<file path="config.mk">
export PLATFORM = sky130hd
export DESIGN_NAME = ramp_seq
export DESIGN_NICKNAME = d
export VERILOG_FILES = /design/src/rtl/ramp_seq.sv
export SDC_FILE = /design/constraint.sdc
export NUM_CORES = 1
export LEC_CHECK = 0
export BUFFER_PORTS_ARGS = -buffer_cell sky130_fd_sc_hd__clkbuf_2
export CORE_UTILIZATION = 55
export CTS_CLUSTER_SIZE = 20
export DETAILED_ROUTE_END_ITERATION = 6
export GPL_TIMING_DRIVEN = 0
export PLACE_DENSITY = 0.79
export SYNTH_ARGS = -nofsm -noshare
export SYNTH_HDL_FRONTEND = slang
export SYNTH_SLANG_ARGS = --single-unit
</file>
<file path="constraint.sdc">
create_clock -name clk -period 5 [get_ports clk]
set_input_delay 0 -clock clk [delete_from_list [all_inputs] [get_ports clk]]
set_output_delay 0 -clock clk [all_outputs]
set_load 0.1 [all_outputs]
</file>
<file path="src/rtl/ramp_seq.sv">
module ramp_seq #(
  parameter int RW = 24,
  parameter int LW = 16,
  parameter int AW = 8,
  parameter int RD_LAT = 2
) (
  input  logic          clk,
  input  logic          rst_n,
  input  logic          start,
  input  logic          stop,
  input  logic          mode,
  input  logic [RW-1:0] start_ratio,
  input  logic [RW-1:0] incr,
  input  logic [LW-1:0] len,
  output logic          mem_rd,
  output logic [AW-1:0] mem_addr,
  input  logic [RW-1:0] mem_data,
  output logic [RW-1:0] ratio,
  output logic          ratio_vld
);
  typedef enum logic [1:0] {S_IDLE, S_PRIME, S_RUN} st_t;

  st_t st;
  logic mode_q, got;
  logic [RW-1:0] inc_q, acc, cur, nxt, pend, interp;
  logic [LW-1:0] len_q, cnt;
  logic [1:0] ph, iss;
  logic [AW-1:0] raddr;
  logic [RD_LAT-1:0] rd_pipe;
  logic signed [RW:0] d;
  logic signed [RW+2:0] dx, prod;

  wire go   = start && (len != '0);
  wire cap  = rd_pipe[RD_LAT-1];
  wire last = (cnt == len_q - LW'(1));

  assign mem_rd    = (st == S_PRIME && iss != 2'd2) || (st == S_RUN && mode_q && ph == 2'd0);
  assign mem_addr  = raddr;
  assign ratio_vld = (st == S_RUN);

  assign d  = $signed({1'b0, nxt}) - $signed({1'b0, cur});
  assign dx = {{2{d[RW]}}, d};
  always_comb begin
    case (ph)
      2'd0:    prod = '0;
      2'd1:    prod = dx;
      2'd2:    prod = dx <<< 1;
      default: prod = dx + (dx <<< 1);
    endcase
  end
  assign interp = cur + RW'(prod >>> 2);
  assign ratio  = mode_q ? interp : acc;

  always_ff @(posedge clk) begin
    if (!rst_n || go) rd_pipe <= '0;
    else begin
      rd_pipe[0] <= mem_rd;
      for (int i = 1; i < RD_LAT; i++) rd_pipe[i] <= rd_pipe[i-1];
    end
  end

  always_ff @(posedge clk) begin
    if (!rst_n) begin
      st <= S_IDLE; mode_q <= 1'b0; got <= 1'b0;
      inc_q <= '0; acc <= '0; cur <= '0; nxt <= '0; pend <= '0;
      len_q <= '0; cnt <= '0; ph <= '0; iss <= '0; raddr <= '0;
    end else if (go) begin
      mode_q <= mode; inc_q <= incr; len_q <= len; acc <= start_ratio;
      cnt <= '0; ph <= '0; iss <= '0; raddr <= '0; got <= 1'b0;
      st <= mode ? S_PRIME : S_RUN;
    end else if (stop) begin
      st <= S_IDLE;
    end else begin
      case (st)
        S_PRIME: begin
          if (mem_rd) begin
            raddr <= raddr + AW'(1);
            iss   <= iss + 2'd1;
          end
          if (cap) begin
            nxt <= mem_data;
            if (!got) got <= 1'b1;
            else begin
              cur <= nxt;
              st  <= S_RUN;
            end
          end
        end
        S_RUN: begin
          if (mem_rd) raddr <= raddr + AW'(1);
          if (cap) pend <= mem_data;
          if (last) st <= S_IDLE;
          else begin
            cnt <= cnt + LW'(1);
            ph  <= ph + 2'd1;
            acc <= acc + inc_q;
            if (ph == 2'd3) begin
              cur <= nxt;
              nxt <= pend;
            end
          end
        end
        default: ;
      endcase
    end
  end

  p_first_r2: assert property (@(posedge clk) disable iff (!rst_n)
    $rose(ratio_vld) && !mode_q |-> ratio == $past(start_ratio));

  p_step_r3: assert property (@(posedge clk) disable iff (!rst_n)
    ratio_vld && $past(ratio_vld) && !mode_q && !$past(start) |-> ratio == $past(ratio) + inc_q);

  p_hold_r4: assert property (@(posedge clk) disable iff (!rst_n)
    st == S_IDLE && $past(st == S_IDLE) |-> $stable(ratio));

  p_rdrate_r7: assert property (@(posedge clk) disable iff (!rst_n)
    st == S_RUN && mem_rd && !start |=> !mem_rd);

  p_stop_r8: assert property (@(posedge clk) disable iff (!rst_n)
    $past(stop) && !$past(start) |-> !ratio_vld);
endmodule

</file>
**Word-level counts from Yosys, hierarchy flattened**

Index checks and enable logic that the tools add are counted.

- Bits of input ports: 93
- Output and inout bits: 34
- Logic and storage cells: 88
- Register bits: 170

- Add/sub/neg operators: 9
- Eq/ne operators: 16
- Multiplexer cells: 22
- Reductions and logical operators: 23
- Bitwise operators: 4

Operator list:

| kind | count |
|---|---|
| $mux W24 | 12 |
| $pmux W24 S2 | 2 |
| $pmux W26 S3 | 1 |
| $add A24 B24 Y24 | 2 |
| $add A25 B26 Y26 | 1 |
| $sub A24 B24 Y25 | 1 |
| $add A16 B1 Y16 const B | 1 |
| $eq A16 B16 Y1 | 1 |
| $reduce_bool A16 Y1 | 1 |
| $sub A16 B1 Y16 const B | 1 |
| $reduce_and A3 Y1 | 5 |
| $mux W2 | 6 |
| $ne A2 B2 Y1 const B | 5 |
| $add A8 B1 Y8 const B | 1 |
| $ne A4 B4 Y1 const B | 2 |
| $reduce_and A4 Y1 | 2 |
| $reduce_and A7 Y1 | 1 |
| $eq A2 B2 Y1 const B | 3 |
| $reduce_and A6 Y1 | 1 |
| $add A2 B1 Y2 const B | 2 |
| $eq A2 B1 Y1 const B | 2 |
| $logic_and A1 B1 Y1 | 4 |
| $ne A2 B1 Y1 const B | 2 |
| $ne A4 B2 Y1 const B | 1 |
| other kinds (8) | 14 |

**Longest topological paths before layout**

Gate-level depths: netlist of the first run.

- Word-level depth: 6
- Gate-level depth with buffers: 31
- Gate-level depth less buffers: 30

**Worst setup path after synthesis of the first run**

No wires, ideal clock.

- Path type: flip-flop to output port
- From: register nxt[0]
- To: output port ratio[23]
- Data required time: 5000 ps
- Buffers on the path: 0
- Setup slack: -1810 ps
- Cell stages (with the launch flop): 31
- Arrival: 6810 ps
- Path through: dfxtp_1 > inv_1 > ha_1 > fa_1 > nand2b_1 > a21oi_1 > nor2_1 > xnor2_1 > ha_1 > a21o_1 > nor3_1 > o21ai_0 > a31o_2 > a21o_1 > a31o_2 > a21o_1 > a21oi_1 > xor2_1 > a21oi_1 > ha_1 > a21o_1 > a21o_1 > a21oi_1 > nor2_1 > a21oi_1 > o311a_1 > o21bai_1 > a21oi_1 > xnor2_1 > nand3_1 > a31oi_1

- Cells in the longest elaborated chain, start to end: 5

RTL lines:

| what | line | source |
|---|---|---|
| start, declared | 25 | `logic [RW-1:0] inc_q, acc, cur, nxt, pend, interp;` |
| start signal, assigned | 81 | `nxt <= mem_data;` |
| start signal, assigned | 99 | `nxt <= pend;` |
| $sub A24 B24 Y25 * | 41 | `assign d = $signed({1'b0, nxt}) - $signed({1'b0, cur});` |
| $add A25 B26 Y26 | 48 | `default: prod = dx + (dx <<< 1);` |
| $pmux W26 S3 * | 44 | `case (ph)` |
| $add A24 B24 Y24 * | 51 | `assign interp = cur + RW'(prod >>> 2);` |
| $mux W24 * | 52 | `assign ratio = mode_q ? interp : acc;` |
| end, declared | 18 | `output logic [RW-1:0] ratio,` |

Every way passes the cells marked *; elsewhere a longest branch is shown, timed or not.

**Worst setup path in the final report of the first run**

- From: register cur[1]
- To: output port ratio[23]

- Cells in the longest elaborated chain, start to end: 5

RTL lines:

| what | line | source |
|---|---|---|
| start, declared | 25 |  |
| start signal, assigned | 84 | `cur <= nxt;` |
| start signal, assigned | 98 | `cur <= nxt;` |
| $sub A24 B24 Y25 | 41 |  |
| $add A25 B26 Y26 | 48 |  |
| $pmux W26 S3 | 44 |  |
| $add A24 B24 Y24 * | 51 |  |
| $mux W24 * | 52 |  |

Marked as above.

==> results of run 1 <==
## tightest hold or removal path: cells and delay by family
kind | cells | cell delay, ns
buf+inv | 2 | 0.63
simple gates | 1 | 0.05
compound gates | 1 | 0.05
## report_power, final
group	internal, mW	switching [mW]
combinational	1.21	1.49
sequential	1.39	0.0508
clock	0.710	0.650
total	3.32	2.19
## worst max-delay path by stage
stage	start	end	slack (ns)	cells past startpoint
4_1_cts	nxt[0]$_SDFFE_PN0P_	ratio[23]	-1.01	29
2_1_floorplan	cur[1]$_SDFFE_PN0P_	ratio[23]	-0.50	28
5_1_grt	nxt[0]$_SDFFE_PN0P_	ratio[23]	-1.68	28
3_3_place_gp	cur[9]$_SDFFE_PN0P_	ratio[23]	-1.29	29
6_report	cur[1]$_SDFFE_PN0P_	ratio[23]	-1.46	29
3_5_place_dp	cur[9]$_SDFFE_PN0P_	ratio[23]	-1.34	29
## through the flow
stage                     hold WS [ns]   util  total power, mW  setup WS (ns)
after global placement           0.227  0.624             3.35          -1.29
after floorplan                  0.136      -             2.98         -0.500
after detailed placement         0.232  0.624             3.38          -1.34
after global routing             0.344  0.778             5.72          -1.68
final                            0.321  0.778             5.51          -1.46
after CTS                        0.317  0.745             5.08          -1.01
## Yosys cell counts, types with 3 or more instances
cell type  count
a21oi_1      169
mux2i_1       55
o211ai_1       6
buf_6          7
o41ai_1        3
a21boi_0       5
or2_2          4
inv_1         76
buf_2          9
nor3_1        23
a31oi_1       13
xnor2_1       68
mux2_2        18
o21a_1        12
clkbuf_1      55
nor2b_1       14
or3_1          7
o21ai_0       46
and3_1        15
xor2_1        46
a222oi_1      10
o21bai_1       6
ha_1         106
o31a_1         3
fa_1           4
a21o_1        39
and4_1         5
a221oi_1      32
nand2b_1       9
dfxtp_1      170
a31o_2         4
nand4_1       11
nor4_1        13
buf_1          3
a211oi_1      35
nor2_1       171
nand2_1      208
nand3_1       33
o31ai_1        9
a311o_1        3
a211o_1        8
and2_1         9
## cell type report
type / instances / area, µm²
Buffer: 75 / 349
Inverter: 76 / 285
Tap cell: 280 / 350
Timing Repair Buffer: 318 / 2660
Sequential cell: 170 / 3450
Fill cell: 1384 / 4880
Multi-Input combinational cell: 1267 / 9470
Clock inverter: 14 / 156
Clock buffer: 18 / 429
## logic make-up (layout without fill, tap and decap cells)
logic type | Yosys count | count (layout)
compound gates | 435 | 435
buf+inv | 151 | 501
xor+xnor | 114 | 114
simple gates | 535 | 535
mux | 73 | 73
flops | 170 | 170
fa+ha+maj | 110 | 110
## cells in the final DEF (no fill, tap or decap), drive strengths merged, types with 49 or more instances in the layout
cell type    synthesis  routed
dfxtp              170     170
xnor2               68      68
mux2i               55      55
clkbuf              55     193
o21ai               49      49
nand2              208     208
inv                 76      83
ha                 106     106
dlygate4sd3          0     100
a21oi              170     170
buf                 20     118
nor2               171     171
## per-layer routing
| layer | up-vias | part of all wire | global-route usage |
|---|---|---|---|
| met5 | - | 0 | 0 |
| met4 | 0 | 0.068 | 0.189 |
| met3 | 278 | 0.099 | 0.0757 |
| met2 | 894 | 0.46 | 0.585 |
| met1 | 6634 | 0.38 | 0.425 |
| li1 | 6367 | - | - |
## repair_timing
action | CTS | global route
hold buffers | 100 | 0
resized for setup | 157 | 91
endpoints found under the hold margin | 117 | 0
endpoints found under the setup margin | 17 | 18
pin swaps | 75 | 71
buffers inserted | 52 | 42
## sequential cells by signal, summed over array words and instances, names as in the netlist
name	count
rd_pipe	2
mode_q	1
ph	2
cnt	16
pend	24
len_q	16
iss	2
inc_q	24
st	2
mem_addr	8
nxt	24
cur	24
acc	24
got	1
==> metrics, run 1 <==
status finished with violations; failing checks DRC, setup timing; final setup violation count 17; number of flops mapped to enable cells by yosys 0; largest family of logic cells by synthesized area compound AO/OA/AOI/OAI gates; critical path arrival 6.46 ns; Synth Flop Type dfxtp_1; Finished Layout Cells 2218; Hold Vio Cnt, Final 0; Worst slew margin 0.230; DRC viols 7; Clock Skews 0.0168 ns; estimated wirelength of the detail-placed design 27.9 mm; Clock Path Buffers 2; Die Wd 153 µm; std cell rows 54; critical path class flop to output port; max frequency 155 MHz; placed insts 1992; Final Max Slew Viols 0; nets 2128; Final Instance Area 0.0171 mm²; WP buf/inv 3; Post-Syn Area 0.0125 mm²; RSZ-0062 raised after global routing yes; die area 0.0233 mm²; Synth Area in XOR/XNOR 0.0801; core area 0.0220 mm²; Synth Area in Compound Gates 0.232; R2R cell count 12; Hold Crit Depth 4; CTS sink cnt 170; max-cap check violation count 0; top cell type by total area after synthesis dfxtp_1; CP Max Fanout 4; largest net degree at the start of global routing 18; worst-skew pair later-pin latency 0.45 ns; flop2flop setup slack 0.79 ns; vias in the first global route 13.4k; CTS root buf clkbuf_16; Synth async-reset ratio 0; endpoint type of the worst setup path output port; maximum vdd drop 0.264 mV; simple-gate share of the synthesized area 0.192; final WL 45.6 mm; worst min path class input port to flop; WP data required 5.00 ns; critical path's largest stage delay 0.40 ns; I/O Buffers 124; post-synth top area share 0.273; final worst path period share 1.29; Die H 153 µm; worst reg2reg startpoint inc_q[1]$_SDFFE_PN0P_; Synth area leaders dfxtp_1, ha_1, a21oi_1; syn avg cell area 7.85 µm²; layout cell share with drive strength beyond 1 0.241; Yosys warnings 0; worst slew pin tran 1.14 ns; Ports 127; reg2reg end acc[23]$_SDFFE_PN0P_; Tmin final 6.46 ns; DRT Pass-1 Iters 7; Seq cells post-synth 170; startpoint types flop; first-pass GRT wire length 66.4 mm; Gate Count Post-Synth 1588; distinct cell type count after synthesis 79; antenna violations before repair 0; antenna cell count 0; GPL Wtd Cong 0.976; DR iter-0 viols 1656; power density over the cells 321 mW/mm²; drt via density 6.39; Area Overhead vs Synth 37.5%; multiplexer area fraction after synthesis 0.0604; clk slew on worst S/H paths 0.07 ns; setup TNS -13.59 ns; Worst Hold Launch incr[8]; GRT Overall Usage 0.352; vias after detailed routing 14.2k; static leakage 7.28 nW; CP top delay family compound AO/OA/AOI/OAI gates; worst setup margin -1.46 ns; ANT nets after route 0; GRT overflow 0; drt wl/cell 20.5 µm; instance area at placement 0.0138 mm²; sequential share of the synthesized area 0.273; CP max stage cell fa_2; CTS tree yes; Min-Delay Endpoint inc_q[8]$_SDFFE_PN0P_; Synth Area in Adders 0.113; htree depth 4; Mapped Nets 1791; TritonCTS Buffers 17; Starting Density 0.566
No activity file was read; power rests on OpenSTA's default activity.
==> inputs of run 2 (changes only) <==
GPL_TIMING_DRIVEN = default   (was 0)
==> run 2 against run 1 <==
  * Worst setup slack improved by 0.22 ns
  * Via count is 5.0% higher
  * Register-to-register slack worse by 0.46 ns
  * Sequential share of layout area fell by 0.96 points
  * Flip-flop and latch count is the same
  * Sequential power about the same
  * The flow still finishes with violations (DRC, setup timing)
  * Clock power grew 5%
  * Count of clock-buffer cells in the layout unchanged
  * Clock skew rose by 0.0013 ns
  * Maximum frequency up 3.5%
  * Utilization increased by 3.2 points
  * Critical path type unchanged
  * Cell area up 4.1%
  * Critical endpoint unchanged
==> metrics, run 2 (same netlist as run 1, synthesis figures left out) <==
status finished with violations (unchanged); failing checks DRC, setup timing (unchanged); CP Max Fanout 6 (was 4); critical path arrival 6.24 ns (was 6.46 ns); placed insts 2164 (was 1992); Ports 127 (unchanged); vias after detailed routing 14.9k (was 14.2k); Util after Layout 0.810 (was 0.778); GPL Wtd Cong 0.920 (was 0.976); endpoint type of the worst setup path output port (unchanged); layout cell share with drive strength beyond 1 0.295 (was 0.241); final setup violation count 20 (was 17); DRT Pass-1 Iters 7 (unchanged); final worst path period share 1.25 (was 1.29); Final Max Slew Viols 0 (unchanged); Multi-input gate area 0.00928 mm² (was 0.00947 mm²); most frequent cells in the layout buf_4, nand2_1, dfxtp_1 (was nand2_1, nor2_1, dfxtp_1); dpl ws -0.628 ns (was -1.34 ns); register share of total power 0.249 (was 0.262); Tmin final 6.24 ns (was 6.46 ns); estimated wirelength of the detail-placed design 28.3 mm (was 27.9 mm); flop2flop setup slack 0.33 ns (was 0.79 ns); largest net degree at the start of global routing 71 (was 18); maximum vdd drop 0.252 mV (was 0.264 mV); vias in the first global route 14.4k (was 13.4k); critical path class flop to output port (unchanged); max frequency 160 MHz (was 155 MHz); CTS sink cnt 170 (unchanged); Clock Skews 0.0182 ns (was 0.0168 ns); fillcell total 1223 (was 1384); P_int 3.55 mW (was 3.32 mW); nets 2228 (was 2128); std cell rows 54 (unchanged); ANT nets after route 0 (unchanged); CTS tree yes (unchanged); RSZ-0062 raised after global routing yes (unchanged); antenna violations before repair 0 (unchanged); worst setup margin -1.24 ns (was -1.46 ns); setup TNS -16.97 ns (was -13.59 ns); Area Overhead vs Synth 43.1% (was 37.5%); htree depth 4 (unchanged); CTS root buf clkbuf_16 (unchanged); final WL 48.1 mm (was 45.6 mm); Clock Path Buffers 2 (unchanged); WP data required 5.00 ns (about the same); register area 0.00342 mm² (was 0.00345 mm²); instance area at placement 0.0155 mm² (was 0.0138 mm²); power density over the cells 326 mW/mm² (was 321 mW/mm²); I/O Buffers 126 (was 124); drt wl/cell 20.8 µm (was 20.5 µm); net switching power 2.26 mW (was 2.19 mW); max-cap check violation count 0 (unchanged); critical path's largest stage delay 0.45 ns (was 0.40 ns); CP max stage cell xnor2_1 (was fa_2); DRC viols 10 (was 7); TritonCTS Buffers 17 (unchanged); Hold Vio Cnt, Final 0 (unchanged); switching share of power 0.389 (was 0.398); die area 0.0233 mm² (unchanged); Hold Slack 0.0798 ns (was 0.321 ns); worst min path class input port to flop (unchanged); Starting Density 0.566 (unchanged); power share of the clock group 0.246 (was 0.247); first-pass GRT wire length 71.6 mm (was 66.4 mm); Die H 153 µm (unchanged); drt via density 6.42 (was 6.39); DR iter-0 viols 1811 (was 1656); GRT overflow 0 (unchanged); total power 5.81 mW (was 5.51 mW); Finished Layout Cells 2318 (was 2218); Final Instance Area 0.0178 mm² (was 0.0171 mm²); most common cell after layout, fill and taps aside buf_4 (was nand2_1); clk slew on worst S/H paths 0.08 ns (was 0.07 ns); worst slew pin tran 1.08 ns (was 1.14 ns); static leakage 7.95 nW (was 7.28 nW); cell mode on critical path xnor2_1; core area 0.0220 mm² (unchanged); Comb pwr share 0.505 (was 0.491); antenna cell count 0 (unchanged); startpoint types flop (unchanged); Die Wd 153 µm (unchanged); worst-skew pair later-pin latency 0.45 ns (about the same); GRT Overall Usage 0.381 (was 0.352); Worst slew margin 0.278 (was 0.230)
## run 2: changes by cell type in the layout (fill, tap and decap cells not counted), sizes merged
cell         before  now
buf             118  287
clkbuf          193  125
clkinv            3    5
clkinvlp          3    1
dlygate4sd3     100   99
## run 2: power by group through the flow
| stage | registers (mW) | logic [mW] | clock network, mW |
|---|---|---|---|
| final | 1.45 | 2.93 | 1.43 |
| after global routing | 1.45 | 3.12 | 1.48 |
| after CTS | 1.44 | 2.65 | 1.42 |
| after detailed placement | 1.47 | 2.47 | 0 |
| after global placement | 1.47 | 2.41 | 0 |
| after floorplan | 1.45 | 1.53 | 0 |
## run 2: area by class of cell
type / count / share of cell area
Timing Repair Buffer: 493 / 0.218
Clock inverter: 14 / 0.00995
Multi-Input combinational cell: 1267 / 0.520
Inverter: 76 / 0.0161
Clock buffer: 18 / 0.0246
Sequential cell: 170 / 0.191
Tap cell: 280 / 0.0196
## run 2: worst max-delay path: cells and delay by family (launching register included)
| kind | cells | cell delay, ns |
|---|---|---|
| xor gates and xnor gates | 3 | 0.94 |
| buffers and inverters | 4 | 0.57 |
| adders and majority gates | 3 | 0.97 |
| AOI/OAI and AO/OA | 12 | 2.35 |
| and+or+nand+nor | 6 | 0.61 |
| DFF | 1 | 0.35 |
## run 2: metal layers
metal / global-route usage / part of all wire / wire length, µm / up-vias
li1: - / - / - / 6558
met1: 0.447 / 0.36 / 17500 / 6926
met2: 0.650 / 0.47 / 22500 / 1051
met3: 0.0697 / 0.096 / 4600 / 342
met4: 0.227 / 0.073 / 3510 / 0
met5: 0 / 0 / 0 / -
## run 2: worst paths after layout
| check | start | end | depth (start not counted) |
|---|---|---|---|
| setup / recovery | cur[3]$_SDFFE_PN0P_ | ratio[23] | 28 |
| hold / removal | stop | got$_SDFFE_PP0P_ | 4 |
| setup reg to reg | acc[0]$_SDFFE_PN0P_ | acc[22]$_SDFFE_PN0P_ | 15 |
| hold reg to reg | pend[21]$_SDFFE_PN0P_ | pend[21]$_SDFFE_PN0P_ | 2 |
## run 2: repair_timing
action / in CTS / in global routing
resized for setup: 61 / 72
buffers inserted: 9 / 14
endpoints found under the setup margin: 16 / 19
pin swaps: 62 / 51
hold endpoints to repair: 110 / 0
hold buffers: 99 / 0
==> inputs of run 3 (changes only) <==
CTS_BUF_LIST = sky130_fd_sc_hd__clkbuf_16   (was default)
==> run 3 against run 2 <==
  * The run ends with DRC, capacitance limit, slew limit, setup timing left
  * Non-clock buffer count is 2 lower
  * Maximum frequency is 0.40% lower
  * Register-to-register slack worse by 0.66 ns
  * Via count is 0.80% lower
  * Power is 0.32% higher
  * Wire length hardly changed
  * First-iteration DRC count is 7.0% lower
  * Worst hold slack better by 0.013 ns
==> metrics, run 3 (same netlist as run 1, synthesis figures left out) <==
status finished with violations (unchanged); failing checks DRC, capacitance limit, slew limit, setup timing (was DRC, setup timing); Die H 153 µm (unchanged); Clock Skews 0.0215 ns (was 0.0182 ns); max frequency 160 MHz (about the same); Starting Density 0.566 (unchanged); WP data required 5.00 ns (about the same); Worst slew margin -0.270 (was 0.278); ANT nets after route 0 (unchanged); critical path class flop to output port (unchanged); htree depth 4 (unchanged); DR iter-0 viols 1684 (was 1811); GPL Wtd Cong 0.920 (unchanged); met2 usage 0.649 (was 0.650); instance area at placement 0.0155 mm² (unchanged); antenna violations before repair 0 (unchanged); Hold Vio Cnt, Final 0 (unchanged); power density over the cells 325 mW/mm² (was 326 mW/mm²); TritonCTS Buffers 17 (unchanged); CTS tree yes (unchanged); GRT Overall Usage 0.374 (was 0.381); M1 GR Usage 0.440 (was 0.447); worst min path class input port to flop (unchanged); layout cell share with drive strength beyond 1 0.304 (was 0.295); worst slew pin tran 1.86 ns (was 1.08 ns); GRT overflow 0 (unchanged); drt wl/cell 20.8 µm (about the same); Die Wd 153 µm (unchanged); CP Max Fanout 5 (was 6); Final Max Slew Viols 3 (was 0); Util after Layout 0.815 (was 0.810); nets 2226 (was 2228); GRT busiest layer met2 (unchanged); RSZ-0062 raised after global routing yes (unchanged); core area 0.0220 mm² (unchanged); die area 0.0233 mm² (unchanged); critical path arrival 6.26 ns (was 6.24 ns); I/O Buffers 126 (unchanged); Finished Layout Cells 2316 (was 2318); startpoint types flop (unchanged); DRC viols 8 (was 10); placed insts 2164 (unchanged); met3 Use GR 0.0603 (was 0.0697); Area Overhead vs Synth 43.9% (was 43.1%); maximum vdd drop 0.275 mV (was 0.252 mV); drt via density 6.37 (was 6.42); CP max stage cell a311o_1 (was xnor2_1); DRT Pass-1 Iters 7 (unchanged); Hold Crit Depth 4 (unchanged); static leakage 7.96 nW (was 7.95 nW); first-pass GRT wire length 70.4 mm (was 71.6 mm); worst setup margin -1.26 ns (was -1.24 ns); std cell rows 54 (unchanged); critical path's largest stage delay 0.41 ns (was 0.45 ns); final worst path period share 1.25 (about the same); max-cap check violation count 1 (was 0); final WL 48.1 mm (about the same); antenna cell count 0 (unchanged); Tmin final 6.26 ns (was 6.24 ns); vias in the first global route 14.2k (was 14.4k); most frequent cells in the layout buf_4, nand2_1, dfxtp_1 (unchanged); largest net degree at the start of global routing 71 (unchanged); vias after detailed routing 14.8k (was 14.9k); Ports 127 (unchanged); CTS root buf clkbuf_16 (unchanged); Clock Path Buffers 2 (unchanged); endpoint type of the worst setup path output port (unchanged); dpl ws -0.628 ns (unchanged); worst-skew pair later-pin latency 0.46 ns (was 0.45 ns); Final Instance Area 0.0180 mm² (was 0.0178 mm²); clk slew on worst S/H paths 0.08 ns (about the same); CTS sink cnt 170 (unchanged); most common cell after layout, fill and taps aside buf_4 (unchanged); final setup violation count 19 (was 20); estimated wirelength of the detail-placed design 28.3 mm (unchanged); total power 5.83 mW (was 5.81 mW); R2R cell count 12 (was 15)
run 3: path summary, 6_finish.rpt:
path,end,slack [ns],from
hold reg to reg,pend[21]$_SDFFE_PN0P_,0.46,pend[21]$_SDFFE_PN0P_
setup reg to reg,acc[23]$_SDFFE_PN0P_,-0.33,inc_q[1]$_SDFFE_PN0P_
hold / removal,got$_SDFFE_PP0P_,0.09,stop
setup / recovery,ratio[23],-1.26,nxt[6]$_SDFFE_PN0P_
run 3: cell type report:
type	instances	area, µm²
multi-input combinational	1267	9390
fill	1210	4080
timing repair buffer	491	3900
sequential	170	3420
clock buffer	17	425
tap	280	350
inverter	76	290
clock inverter	15	181
run 3: through the flow:
stage	setup TNS, ns	hold slack [ns]
finish	-13.89	0.0926
global route	-18.28	0.108
CTS	-8.22	0.0337
detailed placement	-3.82	0.229
global placement	-2.66	0.224
floorplan	-0.685	0.136
run 3: worst max-delay path: cells and delay by family, from the launching register on:
kind,cells,cell delay [ns]
AOI/OAI and AO/OA,14,2.71
and+or+nand+nor,7,1.00
adders and majority gates,3,0.77
buffers and inverters,3,0.50
DFF,1,0.40
xor gates and xnor gates,3,0.42
run 3: metal layers:
| metal | wire (µm) | vias up |
|---|---|---|
| met5 | 0 | - |
| met4 | 3430 | 0 |
| met3 | 4180 | 332 |
| met2 | 22800 | 954 |
| met1 | 17700 | 6918 |
| li1 | - | 6554 |
run 3: power breakdown:
| part | internal (mW) | leakage, nW | switching (mW) |
|---|---|---|---|
| Combinational | 1.44 | 6.28 | 1.53 |
| Sequential | 1.40 | 1.39 | 0.0498 |
| Clock | 0.719 | 0.294 | 0.694 |
run 3: repair_timing:
action,in CTS,in global routing
gates resized for setup,56,109
setup buffers,8,14
hold buffers,99,0
pin swaps,57,77
endpoints found under the hold margin,110,0
setup endpoints to repair,16,19
